===== src/rtl/crc_pkg.sv =====
package crc_pkg;

    typedef enum logic [1:0] {
        ST_IDLE,
        ST_SHIFT,
        ST_AUG,
        ST_EMIT
    } crc_state_e;

    typedef enum logic [2:0] {
        REM_HOLD,
        REM_LOAD,
        REM_DIV,
        REM_ZFEED,
        REM_EMIT
    } rem_op_e;

endpackage


===== src/rtl/crc_rem_reg.sv =====
module crc_rem_reg
    import crc_pkg::*;
#(
    parameter int          DEG  = 3,
    parameter logic [DEG:0] POLY = 4'b1101
) (
    input  logic           clk,
    input  logic           rst_n,
    input  rem_op_e        op,
    input  logic           din,
    output logic [DEG-1:0] rem_q,
    output logic           div_zero
);
    localparam logic [DEG-1:0] TAPS = POLY[DEG-1:0];

    logic [DEG-1:0] shifted;
    logic [DEG-1:0] div_din;
    logic [DEG-1:0] rem_d;
    logic           msb;

    assign msb = rem_q[DEG-1];

    // One divider step: shift in din, XOR the generator where its coefficient is one.
    for (genvar i = 0; i < DEG; i++) begin : g_stage
        if (i == 0) begin : g_in
            assign shifted[i] = din;
        end else begin : g_sh
            assign shifted[i] = rem_q[i-1];
        end
        if (TAPS[i]) begin : g_tap
            assign div_din[i] = shifted[i] ^ msb;
        end else begin : g_wire
            assign div_din[i] = shifted[i];
        end
    end

    assign div_zero = (div_din == '0);

    always_comb begin
        unique case (op)
            REM_LOAD:  rem_d = {{(DEG-1){1'b0}}, din};
            REM_DIV:   rem_d = div_din;
            REM_ZFEED: rem_d = div_din ^ {{(DEG-1){1'b0}}, din};
            REM_EMIT:  rem_d = rem_q << 1;
            default:   rem_d = rem_q;
        endcase
    end

    always_ff @(posedge clk or negedge rst_n) begin
        if (!rst_n) rem_q <= '0;
        else        rem_q <= rem_d;
    end
endmodule


===== src/rtl/crc_tap_delay.sv =====
module crc_tap_delay #(
    parameter int DEG = 3
) (
    input  logic clk,
    input  logic rst_n,
    input  logic load,
    input  logic push,
    input  logic din,
    output logic dout,
    output logic full
);
    localparam int SW = $clog2(DEG + 1);
    localparam logic [SW-1:0] FILL = SW'(DEG);

    logic [DEG-1:0] line_q;
    logic [SW-1:0]  seen_q;

    assign dout = line_q[DEG-1];
    assign full = (seen_q == FILL);

    always_ff @(posedge clk or negedge rst_n) begin
        if (!rst_n) begin
            line_q <= '0;
            seen_q <= '0;
        end else if (load) begin
            line_q <= {{(DEG-1){1'b0}}, din};
            seen_q <= SW'(1);
        end else if (push) begin
            line_q <= (line_q << 1) | {{(DEG-1){1'b0}}, din};
            if (!full) seen_q <= seen_q + SW'(1);
        end
    end
endmodule


===== src/rtl/crc_serial_unit.sv =====
module crc_serial_unit
    import crc_pkg::*;
#(
    parameter int           DEG  = 3,
    parameter logic [DEG:0] POLY = 4'b1101
) (
    input  logic clk,
    input  logic rst_n,
    input  logic chk_mode,
    input  logic in_valid,
    input  logic in_start,
    input  logic in_last,
    input  logic in_bit,
    output logic out_valid,
    output logic out_bit,
    output logic out_done,
    output logic crc_ok
);
    localparam int CW = (DEG > 1) ? $clog2(DEG) : 1;
    localparam logic [CW-1:0] LAST_CNT = CW'(DEG - 1);

    crc_state_e     state_q, state_d;
    logic           mode_q, mode_d;
    logic [CW-1:0]  cnt_q, cnt_d;
    rem_op_e        rem_op;
    logic [DEG-1:0] rem_q;
    logic           div_zero;
    logic           dl_load, dl_push, dl_out, dl_full;
    logic           ov_d, ob_d, od_d, ok_d;

    crc_rem_reg #(.DEG(DEG), .POLY(POLY)) u_rem (
        .clk      (clk),
        .rst_n    (rst_n),
        .op       (rem_op),
        .din      (in_bit),
        .rem_q    (rem_q),
        .div_zero (div_zero)
    );

    crc_tap_delay #(.DEG(DEG)) u_dly (
        .clk   (clk),
        .rst_n (rst_n),
        .load  (dl_load),
        .push  (dl_push),
        .din   (in_bit),
        .dout  (dl_out),
        .full  (dl_full)
    );

    // Next-state and next-output logic.
    always_comb begin
        state_d = state_q;
        mode_d  = mode_q;
        cnt_d   = cnt_q;
        rem_op  = REM_HOLD;
        dl_load = 1'b0;
        dl_push = 1'b0;
        ov_d    = 1'b0;
        ob_d    = 1'b0;
        od_d    = 1'b0;
        ok_d    = 1'b0;
        unique case (state_q)
            ST_IDLE: begin
                if (in_valid && in_start) begin
                    mode_d  = chk_mode;
                    rem_op  = REM_LOAD;
                    dl_load = 1'b1;
                    if (!chk_mode) begin
                        ov_d = 1'b1;
                        ob_d = in_bit;
                    end
                    if (!in_last) begin
                        state_d = ST_SHIFT;
                    end else if (!chk_mode) begin
                        state_d = ST_AUG;
                        cnt_d   = '0;
                    end else begin
                        od_d = 1'b1;
                        ok_d = !in_bit;
                    end
                end
            end
            ST_SHIFT: begin
                if (in_valid) begin
                    rem_op  = REM_DIV;
                    dl_push = 1'b1;
                    if (!mode_q) begin
                        ov_d = 1'b1;
                        ob_d = in_bit;
                    end else if (dl_full) begin
                        ov_d = 1'b1;
                        ob_d = dl_out;
                    end
                    if (in_last) begin
                        if (!mode_q) begin
                            state_d = ST_AUG;
                            cnt_d   = '0;
                        end else begin
                            state_d = ST_IDLE;
                            od_d    = 1'b1;
                            ok_d    = div_zero;
                        end
                    end
                end
            end
            ST_AUG: begin
                rem_op = REM_ZFEED;
                if (cnt_q == LAST_CNT) begin
                    state_d = ST_EMIT;
                    cnt_d   = '0;
                end else begin
                    cnt_d = cnt_q + CW'(1);
                end
            end
            ST_EMIT: begin
                rem_op = REM_EMIT;
                ov_d   = 1'b1;
                ob_d   = rem_q[DEG-1];
                if (cnt_q == LAST_CNT) begin
                    state_d = ST_IDLE;
                    cnt_d   = '0;
                    od_d    = 1'b1;
                end else begin
                    cnt_d = cnt_q + CW'(1);
                end
            end
            default: state_d = ST_IDLE;
        endcase
    end

    // State register.
    always_ff @(posedge clk or negedge rst_n) begin
        if (!rst_n) begin
            state_q <= ST_IDLE;
            mode_q  <= 1'b0;
            cnt_q   <= '0;
        end else begin
            state_q <= state_d;
            mode_q  <= mode_d;
            cnt_q   <= cnt_d;
        end
    end

    // Output register.
    always_ff @(posedge clk or negedge rst_n) begin
        if (!rst_n) begin
            out_valid <= 1'b0;
            out_bit   <= 1'b0;
            out_done  <= 1'b0;
            crc_ok    <= 1'b0;
        end else begin
            out_valid <= ov_d;
            out_bit   <= ob_d;
            out_done  <= od_d;
            crc_ok    <= ok_d;
        end
    end
endmodule


===== config.mk =====
export PLATFORM = sky130hd
export DESIGN_NAME = crc_serial_unit
export DESIGN_NICKNAME = d
export VERILOG_FILES = /design/src/rtl/crc_pkg.sv /design/src/rtl/crc_rem_reg.sv /design/src/rtl/crc_tap_delay.sv /design/src/rtl/crc_serial_unit.sv
export SDC_FILE = /design/constraint.sdc
export NUM_CORES = 1
export LEC_CHECK = 0
export ABC_AREA = 1
export CORE_ASPECT_RATIO = 1.25
export CORE_UTILIZATION = 30
export CTS_CLUSTER_DIAMETER = 80
export DETAILED_ROUTE_END_ITERATION = 7
export MAX_ROUTING_LAYER = met4
export SYNTH_ARGS = -nofsm -noshare
export SYNTH_HDL_FRONTEND = slang
export SYNTH_SLANG_ARGS = --single-unit
export TNS_END_PERCENT = 30

===== constraint.sdc =====
create_clock -name clk -period 1.4 [get_ports clk]
set_clock_uncertainty 0.1 [all_clocks]
set_input_delay 0.28 -clock clk [delete_from_list [all_inputs] [get_ports clk]]
set_output_delay 0.28 -clock clk [all_outputs]
set_load 0.02 [all_outputs]

# After elaboration in Yosys (flattened, before gate mapping)
# Cells that the tools add are included.
totals:
  regBits: 17
  in_bits: 7
  out_inout_bits: 4
  elab_cells: 103
classes:
  addsub: 2
  n_eq_ne: 19
  n_mux: 57
  n_bitwise: 4
  n_reduce_logical: 11
ops:
  columns: ["operator", "count"]
  rows:
  - ["$mux 2", 19]
  - ["$mux 1", 28]
  - ["$pmux 3 s4", 2]
  - ["$ne 2x2->1 const B", 9]
  - ["$reduce_and 6->1", 2]
  - ["$pmux 1 s3", 3]
  - ["$eq 2x2->1 const B", 4]
  - ["$pmux 2 s4", 1]
  - ["$eq 3x2->1 const B", 2]
  - ["$mux 3", 2]
  - ["$pmux 2 s3", 1]
  - ["$add 2x1->2 const B", 2]
  - ["$reduce_and 2->1", 2]
  - ["$reduce_bool 4->1", 1]
  - ["$eq 3x1->1 const B", 1]
  - ["$eq 3x3->1 const B", 1]
  - ["$logic_not 3->1", 1]
  - ["$ne 3x3->1 const B", 1]
  - ["$or 3x1->3", 1]
  - ["$xor 3x1->3", 1]
  - ["$eq 2x1->1 const B", 1]
  - ["$logic_not 2->1", 1]
  - ["$pmux 1 s2", 1]
  - ["$reduce_bool 2->1", 1]
  - ["4 further kinds", 5]

# Logic depth before layout (Yosys ltp)
# Gate-level depths: netlist of run 1.
depth:
  depth_word: 6
  depth_mapped: 8
  mapped_depth_nobuf: 7

# Modules after synthesis
# From an unflattened synthesis of run 1, not the netlist that was laid out.
hier_totals:
  cells_unflattened: 149
  area_unflattened_um2: 1122.3
modules_own_cells:
  columns: ["module", "n_inst", "cells_per_inst", "area_each_um2", "seq_area_each_um2"]
  rows:
  - ["crc_serial_unit", 1, 85, 658.1, 225.2]
  - ["crc_tap_delay", 1, 28, 241.5, 125.1]
  - ["crc_rem_reg", 1, 36, 222.7, 75.1]

# Least setup slack after synthesis of run 1
# Ideal clock, no wire load.
synth_timing:
  path_kind: "register to register"
  startpoint: "register state_q[1]"
  endpoint: "register state_q[0]"
  arrival_time_ns: 0.969
  t_required_ns: 1.177
  path_slack_ns: 0.208
  path_stages_with_launch: 8
  period_less_slack_ns: 1.192
  cell_sequence: "dfrtp_1 buf_4 nor2_4 nand2_1 nand2_1 nor2_1 nand2_1 nand2_1"
synth_between:
  elab_chain_cells: 3
  word_cells_on_any_way: 12
  classes_between: "eq/ne: 9; mux: 1; reduce/logical: 2"
synth_lines:
  columns: ["item", "line_no", "rtl"]
  rows:
  - ["start, declared", "crc_serial_unit.sv:22", "crc_state_e state_q, state_d;"]
  - ["start signal, assigned", "crc_serial_unit.sv:138", "state_q <= state_d;"]
  - ["$eq 2x2->1 (tied with other cells)", "crc_serial_unit.sv:62", "unique case (state_q)"]
  - ["$ne 2x2->1 (no line) / $ne 3x3->1 (equally long branches)", null, null]
  - ["$reduce_and 6->1 (no line)", null, null]
# Parallel ways exist; a longest one is shown, timed or not.
# A chain may end at the register's enable or synchronous reset.

# Final worst setup path of run 1
layout_timing:
  startpoint: "register state_q[1]"
  endpoint: "register u_rem.rem_q[2]"
layout_between:
  elab_chain_cells: 4
  word_cells_on_any_way: 11
  classes_between: "eq/ne: 7; mux: 2; reduce/logical: 2"
layout_lines:
  columns: ["item", "line_no", "rtl"]
  rows:
  - ["$eq 2x2->1 (tied with other cells)", "crc_serial_unit.sv:62", null]
  - ["$pmux 3 s4 (*)", "crc_serial_unit.sv:62", null]
  - ["$eq 3x3->1 (tied with other cells)", "crc_rem_reg.sv:40", "unique case (op)"]
  - ["$pmux 3 s4 / $reduce_bool 4->1 (equally long branches)", null, null]
  - ["end signal, assigned", "crc_rem_reg.sv:51", "else rem_q <= rem_d;"]
  - ["end, declared", "crc_rem_reg.sv:11", "output logic [DEG-1:0] rem_q,"]
# Every way passes the cells marked *; elsewhere a longest branch is shown, timed or not.

==> reports/results.txt, run 1 <==
crit path cell chain: buf_4, nor2_4, nand2_4, nand2_1, nand2_1, nand2_1, nand2_1
Chip Height: 65.0 um
Lkg Pwr: 0.661 nW
Pre-antenna DRT Iters: 4
commonest cells after routing, fill and taps aside: nand2_1, inv_1, dfrtp_1, nand3_1, buf_4
initial drt markers: 29
initial core utilization: 32.1%
Syn. warnings: 0
Port Buf Inserts: 10
Cell Rows: 22
fin cells: 191
Yosys top cell by area: dfrtp_1
crit share post-route: 95.7%
Placed Area: 1140 sq um
Vias: 917
die area: 3410 sq um
Max Clk Rate: 0.746 GHz
hold buffer count at CTS: 0
Syn Std Cell Area: 953 sq um
final number of setup-violating endpoints: 0
synth top area cells: dfrtp_1, nand2_1, inv_1, nand3_1, o21ai_0
Mapped Cells: 132
Seq/Total Area, Yosys: 44.6%
FF-to-FF Start: state_q[1]$_DFFE_PN0P_
clk root buf: clkbuf_4
Power Density: 1940 nW/um^2
top cell type's share of synthesized area: 44.6%
most common cell after layout, fill and taps aside: nand2_1
Syn Nets: 140
worst slew pin tran: 0.268 ns
CTS sink cnt: 17
max-slew violations: 0
Max-slew headroom: 82.0%
P&R area growth vs syn: 27.8%
Syn Area/Cell: 7.22 sq um
Crit-path slowest cell: dfrtp_2
final hold vios: 0
Critical Path Sink Type: flip-flop
share of layout cells above drive strength 1: 17.4%
worst-path fanout max: 7
initial antenna violation count: 0
DP Cell Count: 183
GRT Residual Overflow: 0
status: finished, final reports clean
kind of critical path: reg -> reg
vias in the first global route: 850
TritonCTS clock tree: built
Final Critical Period: 1.34 ns
wire per inst: 11.6 um
# fillers: 310
Yosys reg bits: 17
Synth cell types: 18
Sum Neg Setup Slack: 0 ns
RSZ-0062 raised after global routing: yes
DP HPWL: 1.56 mm
io pins: 11
Critical path origin: state_q[1]$_DFFE_PN0P_
CTS H-tree lvls: 1
final net count: 164
Clock Latency Late Sink: 0.30 ns
largest net degree at the start of global routing: 18
reported max-cap violation count: 0
ANT nets after route: 0
diode count: 0
final hold slack: 0.197 ns
worst r2r dst: u_rem.rem_q[2]$_DFFE_PN0P_
first-pass GRT wire length: 3.66 mm
clk slew on worst S/H paths: 0.11 ns
CTS max path bufs: 2
register-to-register setup slack: 0.06 ns
Hold WC Path Type: in -> async
GRT Total Usage: 15.4%
Crit path largest cell delay: 0.48 ns
worst vdd ir: 0.657 mV
total CTS buffers: 3
Chip Width: 52.4 um
crit-path most repeated cell: nand2_1
post-route cell area: 1220 sq um
Post-route DRC: 0
core area: 2970 sq um
Critical Path RT: 1.49 ns
Critical Path Start Type: flip-flop
Reg2Reg Depth: 7
Via density: 4.80
CP Data Arrival Time: 1.43 ns
RD Place Congestion: 0.981
final WL: 2.22 mm
-- flip-flops by register name, summed over array words and instances, names as in the netlist --
signal and cells:
u_dly.seen_q 2, u_rem.rem_q 3, state_q 2, crc_ok 1, u_dly.line_q 3, mode_q 1
out_done 1, cnt_q 2, out_bit 1, out_valid 1
-- area by class of cell --
cell class	count	area [sq um]	share of cell area, %
Tap cell	36	45.0	3.70
Inverter	18	67.6	5.54
Clock buffer	4	26.3	2.16
Multi-Input combinational cell	96	474	38.9
Timing Repair Buffer	20	178	14.6
Sequential cell	17	428	35.1
-- power breakdown --
group	switching, W	total, W	internal, W
sequential	0.000188	0.000888	0.000701
clock	0.000163	0.000274	0.000111
combinational	0.000707	0.00120	0.000491
total	0.00106	0.00236	0.00130
-- stage by stage --
step | total power (W) | setup WS (ns) | util (%)
2_1_floorplan | 0.00166 | 0.208 | -
3_3_place_gp | 0.00195 | -0.248 | 38.2
3_5_place_dp | 0.00198 | -0.265 | 38.2
4_1_cts | 0.00223 | 0.0104 | 38.9
5_1_grt | 0.00261 | -0.0220 | 41.0
6_report | 0.00236 | 0.0599 | 41.0
-- layer usage --
metal  routed length, um  vias to the layer above  GRT usage, %  share of wire (%)
li1                    -                      456             -                  -
met4                  66                        0          11.8                3.0
met2                1140                       26          24.1                 51
met1                 931                      429          16.5                 42
met3                  80                        6          3.29                3.6
met5                   0                        -             -                  0
-- synthesized netlist by cell type (all sizes together) --
| library cell | count |
|---|---|
| nand3 | 10 |
| nor2 | 13 |
| nand2 | 55 |
| dfrtp | 17 |
| a21oi | 4 |
| o22ai | 1 |
| nand3b | 1 |
| ha | 1 |
| o21ai | 9 |
| buf | 1 |
| xnor2 | 1 |
| nor3 | 1 |
| inv | 18 |
-- critical path, delay by kind of cell (launching register included) --
family / cells / cell delay [ns]
buffers and inverters: 1 / 0.18
DFF: 1 / 0.48
and+or+nand+nor: 6 / 0.47
-- how the worst max path moves through the flow --
stage / endpoint / cells past startpoint
finish: u_rem.rem_q[2]$_DFFE_PN0P_ / 7
global route: u_rem.rem_q[2]$_DFFE_PN0P_ / 7
floorplan: state_q[0]$_DFFE_PN0P_ / 7
detailed placement: out_bit$_DFF_PN0_ / 7
CTS: u_dly.seen_q[0]$_DFFE_PN0P_ / 7
global placement: crc_ok$_DFF_PN0_ / 5
-- cell families (layout without fill, tap and decap cells) --
family / after synthesis / in the layout / synth area share, %
compound gates: 14 / 14 / 7.48
flops: 17 / 17 / 44.6
simple gates: 80 / 80 / 37.8
buf+inv: 19 / 42 / 7.87
xor+xnor: 1 / 1 / 0.919
fa+ha+maj: 1 / 1 / 1.31
-- repair_timing --
item	in CTS	in global routing
endpoints found under the setup margin	4	17
resized for setup	4	12
pin swaps	0	3
buffers inserted	0	4
(Power assumes the default switching activity.)
==> run 2, diff against run 1 <==
==> constraint.sdc (replaced) <==
create_clock -name clk -period 1.2 [get_ports clk]
set_clock_uncertainty 0.1 [all_clocks]
set_input_delay 0.24 -clock clk [delete_from_list [all_inputs] [get_ports clk]]
set_output_delay 0.24 -clock clk [all_outputs]
set_load 0.005 [all_outputs]
==> run 2 against run 1 <==
Against the previous run:
- the run now ends with setup timing left
- via count shrank 1.5%
- highest routed layer unchanged
- count of clock-buffer cells in the layout unchanged
- register-to-register slack got worse by 0.12 ns
- clock power increased by 19%
- sequential share of layout area down 0.14 points
- routed wire length shrank 0.45%
- combinational power is 13% higher
- non-clock buffer count is 1 higher
==> reports/results.txt, run 2 (synthesized netlist as in run 1, its figures left out) <==
commonest cells after routing, fill and taps aside: nand2_1, inv_1, dfrtp_1, nand3_1, buf_4
clk slew on worst S/H paths: 0.10 ns
RD Place Congestion: 0.936
TritonCTS clock tree: built
post-layout util: 41.2%
Max Clk Rate: 0.791 GHz
kind of critical path: reg -> reg
Clock Latency Late Sink: 0.30 ns
CTS max path bufs: 2
delay-heaviest family, CP: flip-flops
status: finished with violations
Cell Rows: 22
DP HPWL: 1.68 mm
GRT Residual Overflow: 0
crit share post-route: 105%
reported max-cap violation count: 0
Vias: 903
DP Cell Count: 187
final number of setup-violating endpoints: 11
Port Buf Inserts: 10
CP Data Arrival Time: 1.42 ns
fin cells: 192
Pre-antenna DRT Iters: 4
Post-route DRC: 0
die area: 3410 sq um
worst vdd ir: 0.792 mV
diode count: 0
Crit path largest cell delay: 0.50 ns
RSZ-0062 raised after global routing: yes
fin worst setup slack: -0.0635 ns
Chip Width: 52.4 um
# fillers: 301
Crit-path slowest cell: dfrtp_2
Setup WS pre-CTS: -0.430 ns
Critical Path Sink Type: flip-flop
first-pass GRT wire length: 3.83 mm
Final Critical Period: 1.26 ns
vias in the first global route: 919
io pins: 11
final net count: 165
Lkg Pwr: 0.673 nW
P&R area growth vs syn: 28.3%
final WL: 2.21 mm
crit path cell chain: inv_2, nand2_2, nor2_4, buf_4, nand2_1, nand2_1, nand2_1, nand2_1
crit-path most repeated cell: nand2_1
Critical Path RT: 1.35 ns
final hold vios: 0
Crit path buffers/inverters: 2
CTS H-tree lvls: 1
Hold WC Path Type: in -> async
most common cell after layout, fill and taps aside: nand2_1
initial antenna violation count: 0
max-slew violations: 0
Max-slew headroom: 84.4%
Via density: 4.70
Critical Path Start Type: flip-flop
ANT nets after route: 0
initial drt markers: 21
Power Density: 2240 nW/um^2
core area: 2970 sq um
CTS sink cnt: 17
largest net degree at the start of global routing: 18
worst slew pin tran: 0.234 ns
GRT Total Usage: 15.9%
clk root buf: clkbuf_4
failing checks: setup timing
Chip Height: 65.0 um
wire per inst: 11.5 um
worst-path fanout max: 7
total CTS buffers: 3
initial core utilization: 32.1%
share of layout cells above drive strength 1: 23.1%
largest registers: u_dly.line_q: 3 flops, u_rem.rem_q: 3 flops
## run 2: changes by cell type in the layout (fill, tap and decap cells not counted), moves of 2 or more
cell             before  now
nand2_1              50   48
o21ai_1               0    3
nand2_2               3    5
buf_2                 0    3
o21ai_0               9    6
clkdlybuf4s15_1       4    0
## run 2: cell type report
class | count | area (sq um) | share of cell area, %
multi-input cells | 96 | 483 | 39.5
flip-flops and latches | 17 | 428 | 35.0
repair buffers | 21 | 174 | 14.2
inverters | 18 | 67.6 | 5.52
well taps | 36 | 45.0 | 3.68
clock buffers | 4 | 26.3 | 2.15
## run 2: metrics by stage
| stage | setup TNS (ns) | hold WS, ns | power, W | cell area (sq um) |
|---|---|---|---|---|
| 3_3_place_gp | -5.86 | 0.382 | 0.00234 | 1180 |
| 3_5_place_dp | -6.53 | 0.401 | 0.00238 | 1180 |
| 5_1_grt | -1.68 | 0.157 | 0.00301 | 1220 |
| 2_1_floorplan | 0 | -0.156 | 0.00189 | 953 |
| 4_1_cts | -0.445 | 0.163 | 0.00276 | 1230 |
| 6_report | -0.346 | 0.162 | 0.00274 | 1220 |
## run 2: timing repair
| action | CTS | global route |
|---|---|---|
| endpoints found under the hold margin | 0 | 0 |
| endpoints found under the setup margin | 21 | 17 |
| pin swaps | 4 | 2 |
| setup buffers | 1 | 0 |
| hold buffers | 0 | 0 |
| resized for setup | 28 | 2 |
## run 2: where the power goes
group / internal, W / switching [W]
logic: 0.000574 / 0.000790
registers: 0.000818 / 0.000238
clock network: 0.000130 / 0.000195
## run 2: metal layers
layer / track usage (%) / wire, um / vias to the layer above
met5: - / 0 / -
met4: 9.87 / 63 / 0
met3: 2.11 / 81 / 5
met2: 27.4 / 1130 / 21
met1: 16.6 / 939 / 419
li1: - / - / 458
## run 2: path summary, 6_finish.rpt
path                                        start                     endpoint  slack (ns)  cells past startpoint
min reg2reg                  cnt_q[0]$_DFFE_PN0P_         cnt_q[0]$_DFFE_PN0P_        0.42                      2
min in group clk                         in_valid  u_dly.line_q[2]$_DFFE_PN0P_        0.41                      3
max reg2reg                state_q[1]$_DFFE_PN0P_   u_rem.rem_q[0]$_DFFE_PN0P_       -0.06                      8
min                                         rst_n       state_q[0]$_DFFE_PN0P_        0.16                      2
max                        state_q[1]$_DFFE_PN0P_   u_rem.rem_q[0]$_DFFE_PN0P_       -0.06                      8
max in group asynchronous                   rst_n       state_q[1]$_DFFE_PN0P_        0.71                      2
## run 2: worst register-to-register path, delay by kind of cell, from the launching register on
family                 cells  cell delay, ns
buffers and inverters      2            0.22
DFF                        1            0.50
and+or+nand+nor            6            0.40
